<file path="src/rtl/hdma_chan_seq.sv">
module hdma_chan_seq #(
  parameter int          IND_STALL = 3,
  parameter logic [7:0]  B_PAGE    = 8'h21
) (
  input  logic        clk,
  input  logic        rst_n,
  input  logic [7:0]  cfg_src_bank,
  input  logic [15:0] cfg_tbl_start,
  input  logic [7:0]  cfg_ind_bank,
  input  logic [7:0]  cfg_dest,
  input  logic [2:0]  cfg_mode,
  input  logic        cfg_b_to_a,
  input  logic        cfg_indirect,
  input  logic        cfg_decrement,
  input  logic        frame_init,
  input  logic        line_go,
  input  logic        last_chan,
  output logic        tbl_req,
  output logic [23:0] tbl_addr,
  input  logic        tbl_ack,
  input  logic [7:0]  tbl_data,
  output logic        mv_req,
  output logic [23:0] mv_a_addr,
  output logic [15:0] mv_b_addr,
  output logic        mv_b_to_a,
  input  logic        mv_ack,
  output logic        busy,
  output logic        done
);
  localparam int SW = (IND_STALL > 1) ? $clog2(IND_STALL) : 1;

  typedef enum logic [2:0] {S_IDLE, S_LC, S_LO, S_HI, S_WAIT, S_MOVE} st_t;

  st_t         st;
  logic [15:0] tbl_ptr, ind_ptr;
  logic [7:0]  lc, lo_q;
  logic [1:0]  idx;
  logic [SW-1:0] stall;
  logic        fin, is_init, last_q, xfer_pend;

  logic [2:0]  nbytes;
  logic [1:0]  off;
  always_comb begin
    case (cfg_mode)
      3'd0:        begin nbytes = 3'd1; off = 2'd0; end
      3'd1:        begin nbytes = 3'd2; off = {1'b0, idx[0]}; end
      3'd2, 3'd6:  begin nbytes = 3'd2; off = 2'd0; end
      3'd4:        begin nbytes = 3'd4; off = idx; end
      3'd5:        begin nbytes = 3'd4; off = {1'b0, idx[0]}; end
      default:     begin nbytes = 3'd4; off = {1'b0, idx[1]}; end
    endcase
  end

  wire        last_byte = (idx == 2'(nbytes - 3'd1));
  wire [6:0]  cnt_dec   = lc[6:0] - 7'd1;
  wire [15:0] step      = cfg_decrement ? 16'hFFFF : 16'h0001;

  assign tbl_req   = (st == S_LC) || (st == S_LO) || (st == S_HI);
  assign tbl_addr  = {cfg_src_bank, tbl_ptr};
  assign mv_req    = (st == S_MOVE);
  assign mv_a_addr = cfg_indirect ? {cfg_ind_bank, ind_ptr} : {cfg_src_bank, tbl_ptr};
  assign mv_b_addr = {B_PAGE, cfg_dest + {6'd0, off}};
  assign mv_b_to_a = cfg_b_to_a;
  assign busy      = (st != S_IDLE);
  assign done      = fin;

  always_ff @(posedge clk or negedge rst_n) begin
    if (!rst_n) begin
      st <= S_IDLE; tbl_ptr <= '0; ind_ptr <= '0; lc <= '0; lo_q <= '0;
      idx <= '0; stall <= '0; fin <= 1'b1; is_init <= 1'b0; last_q <= 1'b0;
      xfer_pend <= 1'b0;
    end else if (frame_init) begin
      st <= S_LC; tbl_ptr <= cfg_tbl_start; fin <= 1'b0; is_init <= 1'b1;
      last_q <= 1'b0; idx <= '0;
    end else begin
      case (st)
        S_IDLE: if (line_go && !fin) begin
          last_q  <= last_chan;
          is_init <= 1'b0;
          if (xfer_pend) begin
            st  <= S_MOVE;
            idx <= '0;
          end else begin
            lc[6:0]   <= cnt_dec;
            xfer_pend <= lc[7];
            if (cnt_dec == 7'd0) st <= S_LC;
          end
        end
        S_LC: if (tbl_ack) begin
          lc        <= tbl_data;
          tbl_ptr   <= tbl_ptr + 16'd1;
          xfer_pend <= 1'b1;
          if (tbl_data == 8'h00 && (is_init || !cfg_indirect)) begin
            fin <= 1'b1;
            st  <= S_IDLE;
          end else if (cfg_indirect) begin
            if (tbl_data == 8'h00 && last_q) begin
              lo_q <= 8'h00;
              st   <= S_HI;
            end else begin
              st <= S_LO;
            end
          end else begin
            st <= S_IDLE;
          end
        end
        S_LO: if (tbl_ack) begin
          lo_q    <= tbl_data;
          tbl_ptr <= tbl_ptr + 16'd1;
          st      <= S_HI;
        end
        S_HI: if (tbl_ack) begin
          ind_ptr <= {tbl_data, lo_q};
          tbl_ptr <= tbl_ptr + 16'd1;
          if (lc == 8'h00) fin <= 1'b1;
          if (is_init && IND_STALL > 0) begin
            st    <= S_WAIT;
            stall <= SW'(IND_STALL - 1);
          end else begin
            st <= S_IDLE;
          end
        end
        S_WAIT: begin
          if (stall == '0) st <= S_IDLE;
          else             stall <= stall - 1'b1;
        end
        S_MOVE: if (mv_ack) begin
          if (cfg_indirect) ind_ptr <= ind_ptr + step;
          else              tbl_ptr <= tbl_ptr + step;
          idx <= idx + 2'd1;
          if (last_byte) begin
            lc[6:0]   <= cnt_dec;
            xfer_pend <= lc[7];
            st        <= (cnt_dec == 7'd0) ? S_LC : S_IDLE;
          end
        end
        default: st <= S_IDLE;
      endcase
    end
  end

  AST_TBL_HOLD: assert property (@(posedge clk) disable iff (!rst_n)
    tbl_req && !tbl_ack && !frame_init |=> tbl_req && $stable(tbl_addr));

  AST_MV_HOLD: assert property (@(posedge clk) disable iff (!rst_n)
    mv_req && !mv_ack && !frame_init && $stable(cfg_indirect) |=>
      mv_req && $stable(mv_a_addr) && $stable(mv_b_addr));

  AST_TBL_STEP: assert property (@(posedge clk) disable iff (!rst_n)
    tbl_req && tbl_ack && !frame_init |=>
      tbl_addr[15:0] == $past(tbl_addr[15:0]) + 16'd1);

  AST_MV_STEP: assert property (@(posedge clk) disable iff (!rst_n)
    mv_req && mv_ack && !frame_init && $stable(cfg_decrement) && $stable(cfg_indirect) |=>
      mv_a_addr[15:0] == $past(mv_a_addr[15:0]) + (cfg_decrement ? 16'hFFFF : 16'h0001));

  AST_DONE_QUIET: assert property (@(posedge clk) disable iff (!rst_n)
    done && !frame_init |=> !tbl_req && !mv_req);

  AST_DONE_IDLE: assert property (@(posedge clk) disable iff (!rst_n)
    done |-> !busy);
endmodule

</file>
<file path="config.mk">
export PLATFORM = sky130hd
export DESIGN_NAME = hdma_chan_seq
export DESIGN_NICKNAME = d
export VERILOG_FILES = /design/src/rtl/hdma_chan_seq.sv
export SDC_FILE = /design/constraint.sdc
export NUM_CORES = 1
export LEC_CHECK = 0
export BUFFER_PORTS_ARGS = -buffer_cell sky130_fd_sc_hd__clkbuf_2
export CAP_MARGIN = 0
export CORE_ASPECT_RATIO = 1.4
export CORE_UTILIZATION = 54
export DETAILED_ROUTE_END_ITERATION = 12
export PLACE_DENSITY_LB_ADDON = 0.12
export SETUP_SLACK_MARGIN = 0.2
export SYNTH_ARGS = -nofsm -noshare
export SYNTH_HDL_FRONTEND = slang
export SYNTH_SLANG_ARGS = --single-unit
</file>
<file path="constraint.sdc">
create_clock -name clk -period 4.37 [get_ports clk]
set_input_delay 0.2185 -clock clk [delete_from_list [all_inputs] [get_ports clk]]
set_output_delay 0.2185 -clock clk [all_outputs]
set_load 0.02 [all_outputs]
</file>
## After elaboration in Yosys (flattened, before gate mapping)

Index checks and enable logic that the tools add are counted.

- Register bits: 59
- Bits in latches: 0
- Bits in writable memories: 0
- Memory bits (read-only): 0
- Output and inout bits: 69
- Logic and storage cells: 165
- Memories kept: 0

- Add/subtract/negate cells: 8
- Multipliers: 0
- Divide/modulo/power cells: 0
- $lt $le $gt $ge: 0
- Equality and inequality tests: 37
- Shifts and indexed selects: 0
- Mux-type cells: 68
- Bitwise operators: 1
- Reduce and logical (&&, ||, !) cells: 39

Operator list:

| cell | number |
|---|---|
| 16-bit 2-to-1 mux | 8 |
| 16-bit one-hot mux with 2 select lines | 2 |
| 8-bit 2-to-1 mux | 5 |
| 3-bit 2-to-1 mux | 12 |
| 7-bit 2-to-1 mux | 5 |
| 16-bit adder | 2 |
| 24-bit 2-to-1 mux | 1 |
| 3-bit != test, second input constant | 7 |
| 7-bit one-hot mux with 3 select lines | 1 |
| 2-bit != test, second input constant | 10 |
| 1-bit 2-to-1 mux | 18 |
| 3-bit one-hot mux with 6 select lines | 1 |
| 16-bit by 1-bit adder with 16-bit output, second input constant | 1 |
| 8-bit logical NOT | 2 |
| 2-bit 2-to-1 mux | 8 |
| 8-bit one-hot mux with 2 select lines | 1 |
| 3-bit equality test, second input constant | 5 |
| 5-bit AND reduction | 3 |
| 3-bit nonzero test | 5 |
| 7-bit AND reduction | 2 |
| 3-bit by 2-bit != test with 1-bit output, second input constant | 4 |
| 2-bit one-hot mux with 2 select lines | 3 |
| 2-bit nonzero test | 5 |
| 3-bit by 2-bit equality test with 1-bit output, second input constant | 3 |
| 26 further kinds | 39 |

## Depth between registers and ports, before layout

- Word-level depth: 9
- Depth in mapped cells: 13

## Least setup slack after synthesis

OpenSTA, ideal clock, no wires.

- Kind: register to register
- From: register st[1]
- To: register tbl_ptr[10]
- Library setup time: 0.125 ns
- Data arrival time: 2.905 ns
- Path slack: 1.340 ns
- Cell stages (with the launch flop): 14
- Buffers on the path: 3
- Clock period less this slack: 3.030 ns
- Cells stage by stage: dfrtp_1 -> buf_2 -> nand4b_1 -> clkbuf_1 -> xnor2_1 -> ha_1 -> or4_1 -> clkbuf_1 -> o31ai_1 -> o21ai_0 -> mux2i_1 -> nand2_1 -> xnor2_1 -> mux2_2

- Word-level cells in the longest chain between the ends: 4
- Elaborated cells between the ends (all ways): 12
- Classes of those cells: 7 x eq/ne; 2 x mux; 3 x reduce/logical

RTL lines:

| what | RTL line | RTL |
|---|---|---|
| from (decl) | 34 | `st_t st;` |
| from (signal assigned) | 134 | `st <= (cnt_dec == 7'd0) ? S_LC : S_IDLE;` |
| 3-bit by 1-bit equality test with 1-bit output / 3-bit by 2-bit equality test with 1-bit output (equally long branches) | 76 | `case (st)` |
| 3-bit OR reduction (no line) | n/a |  |
| 3-bit by 1-bit != test with 1-bit output (no line), or another cell as far along | n/a |  |
| 4-bit AND reduction (no line) / 16-bit 2-to-1 mux (equally long branches) | n/a |  |
| to (signal assigned) | 91 | `tbl_ptr <= tbl_ptr + 16'd1;` |
| to (signal assigned) | 109 | `tbl_ptr <= tbl_ptr + 16'd1;` |
| to (signal assigned) | 114 | `tbl_ptr <= tbl_ptr + 16'd1;` |
| to (decl) | 35 | `logic [15:0] tbl_ptr, ind_ptr;` |

Parallel ways exist; a longest one is shown, timed or not.
A chain may end at the register's enable or synchronous reset.

## Worst setup path after layout

Same ends and word-level chain as after synthesis.

==> flow_summary.ini <==
[outcome]
status = completed

[global_route]
grt_util_all_layers_pct = 30.3
first_global_vias = 4426
grt_overflow = 0
grt_max_degree = 60
grt_pass1_wl_um = 21400
antenna_found_initial = 0

[placement]
port_buffers = 119
gp_congestion = 0.897
place_hpwl_um = 9870

[final_layout]
multiInputGateArea_mm2 = 0.00302
layout_common_cells = clkbuf_2 (119), nand2_1 (81), dfrtp_1 (58)
regArea_mm2 = 0.00148
nFillCells = 792
drive_above_1_share_pct = 25.6
final_util_pct = 65.2
synthToLayoutAreaGrowth_pct = 16.6
diodes = 0
final_common_cell = clkbuf_2
nNetsFinal = 771

[min_path]
hold_class = primary input to asynchronous set/reset pin

[critical_path]
end_kind = register
startpoint_type = register
worstPathArrival_ns = 3.26
critical_path.slowest_cell = or4_1
cpMostUsedCell = xnor2_1
worstPathCellList = nand4b_1 -> buf_4 -> xnor2_1 -> ha_1 -> or4_1 -> o31ai_1 -> o21ai_0 -> mux2i_1 -> nand2_1 -> xnor2_1 -> mux2_2
worstSetupPathType = register to register
crit_fanout = 17
cp.required_ns = 4.59
slowest_delay_ns = 0.52

[clocking]
cts.sinks = 59
cts.repair.resized = 0
cts_tree = built
path_clk_slew_ns = 0.05
clock_path_buffers = 2
postCtsHoldBufs = 0
insertion_delay_ns = 0.33
cts-htree-levels = 3
root_buffer = clkbuf_16
cts_setup_buffers = 0
cts_buffers = 9

[power_and_ir_drop]
vdd_ir_drop_max_uv = 364
p_per_area_mw_per_mm2 = 571
power.leakage_nw = 2.56

[detailed_routing]
dr.first_iter.drc_count = 325
avgViaCountPerCell = 5.95
drtPass1Iterations = 5
ant_nets = 0
wl_um = 13400
wl_per_cell_um = 16.8
vias = 4737
drc = 0

[floorplan]
die_area_mm2 = 0.00931
start_util_pct = 56.0
fp-row-count = 40
dieHeight_um = 114
io_pins = 130
core_area_mm2 = 0.00861
die_w_um = 81.8

[synth]
muxShareOfSynthArea_pct = 7.84
synth_top_family_by_area = simple AND/OR/NAND/NOR gates
synth_seq_cells = 59
synth_edf_count = 0
synth_compound_area_share_pct = 19.4
ys.flop_type = dfrtp_1
ys_async_sr_fraction_pct = 100
synthDistinctLibCells = 68
syn_area_mm2 = 0.00482
postSynthCellCount = 595
synth-xor-area-share_pct = 6.55
seq_area_frac_synth_pct = 30.7
synth_warnings = 0
avgSynthCellArea_um2 = 8.10
yosys.area_share.simple_pct = 22.1
synthAdderAreaFrac_pct = 6.29

[timing]
skew_ns = 0.0120
worst_pin_slew_ns = 0.785
rsz0062_at_grt = no
setup_viol = 0
slew_headroom_pct = 47.7
post-route-period-util_pct = 69.7
hold_viol_final = 0
slew_violations = 0
setup_tns_ns = 0
max_freq_ghz = 0.328
timing.final.crit_period_ns = 3.05

[flow_run]
cap_violations = 0
==> worst paths after layout <==
path / start / slack [ns] / to / cells after the start
setup / recovery: st[1] / 1.32 / tbl_ptr[10] / 11
hold reg to reg: lo_q[7] / 0.49 / lo_q[7] / 2
max in group asynchronous: rst_n / 3.79 / tbl_ptr[7] / 2
setup reg to reg: st[1] / 1.32 / tbl_ptr[10] / 11
hold / removal: rst_n / 0.04 / ind_ptr[1] / 2
min in group clk: cfg_tbl_start[0] / 0.10 / tbl_ptr[0] / 3
==> where the power goes <==
| part | internal, mW | leakage (nW) | total (mW) | switching (mW) |
|---|---|---|---|---|
| Sequential | 0.708 | 0.730 | 0.944 | 0.236 |
| Clock | 0.436 | 0.136 | 0.680 | 0.244 |
| Combinational | 0.647 | 1.69 | 1.58 | 0.935 |
| Total | 1.79 | 2.56 | 3.21 | 1.42 |
==> per-stage QoR <==
| step | area [um2] | total power, mW | setup WS [ns] | instances | hold slack [ns] |
|---|---|---|---|---|---|
| 2_1_floorplan | 4840 | 2.10 | 1.34 | 601 | -0.0771 |
| 3_5_place_dp | 5340 | 2.51 | 1.38 | 781 | 0.431 |
| 4_1_cts | 5620 | 3.21 | 1.35 | 796 | 0.0783 |
| 5_1_grt | 5620 | 3.45 | 1.15 | 796 | 0.120 |
| 6_report | 5620 | 3.21 | 1.32 | 796 | 0.0366 |
| 3_3_place_gp | 5340 | 2.48 | 1.39 | 781 | 0.423 |
==> cells by family (layout without fill, tap and decap cells) <==
group           Yosys count  after routing
compound gates          152            152
xor+xnor                 36             36
fa+ha+maj                23             23
buf+inv                  68            158
flops                    59             59
mux                      34             34
other cells               2              8
simple gates            221            221
==> synth_stat cells (all sizes together) (3+ instances only) <==
cell | n | area share (%)
nor2b | 4 | 0.52
dfrtp | 58 | 30
inv | 18 | 1.4
o21ai | 49 | 5.2
o22ai | 4 | 0.52
nor4 | 7 | 0.91
ha | 21 | 5.5
nor2 | 42 | 3.3
a31oi | 10 | 1.3
or4 | 4 | 0.70
or3 | 6 | 0.78
mux2i | 4 | 0.83
xnor2 | 19 | 3.5
buf | 26 | 3.8
xor2 | 17 | 3.1
a221oi | 4 | 0.86
a21o | 9 | 1.4
nand4 | 7 | 0.91
nand2 | 81 | 6.3
nand2b | 6 | 0.93
a21oi | 45 | 4.7
o211ai | 3 | 0.47
nor3 | 21 | 2.3
and3 | 4 | 0.52
nand3 | 24 | 2.5
o21a | 5 | 0.78
clkbuf | 24 | 1.9
mux2 | 30 | 7.0
and2 | 4 | 0.52
==> cell type report <==
| type | instances | area share [%] |
|---|---|---|
| flip-flops and latches | 59 | 26.3 |
| clock inverters | 3 | 0.713 |
| repair buffers | 125 | 11.4 |
| clock buffers | 12 | 4.21 |
| well taps | 105 | 2.34 |
| multi-input cells | 474 | 53.8 |
| inverters | 18 | 1.20 |
==> per-layer routing <==
metal / up-vias / GRT usage, % / wire, um
met5: - / 0 / 0
met4: 0 / 11.2 / 354
met3: 33 / 5.28 / 782
met2: 202 / 52.0 / 6710
met1: 2201 / 37.1 / 5520
li1: 2301 / - / -
==> registers in the layout (all words and copies together) (netlist names) <==
register / count
tbl_ptr: 16
last_q: 1
st: 3
xfer_pend: 1
lo_q: 8
idx: 2
is_init: 1
ind_ptr: 16
done: 1
lc: 8
stall: 2
==> worst max-delay path: cells and delay by family (launching register included) <==
kind / cells / cell delay [ns]
adders and majority gates: 1 / 0.25
and+or+nand+nor: 3 / 0.82
xor gates and xnor gates: 2 / 0.27
muxes: 2 / 0.47
buffers and inverters: 1 / 0.22
AOI/OAI and AO/OA: 2 / 0.40
DFF: 1 / 0.49
Note: power is estimated with default switching activity, not from simulation.
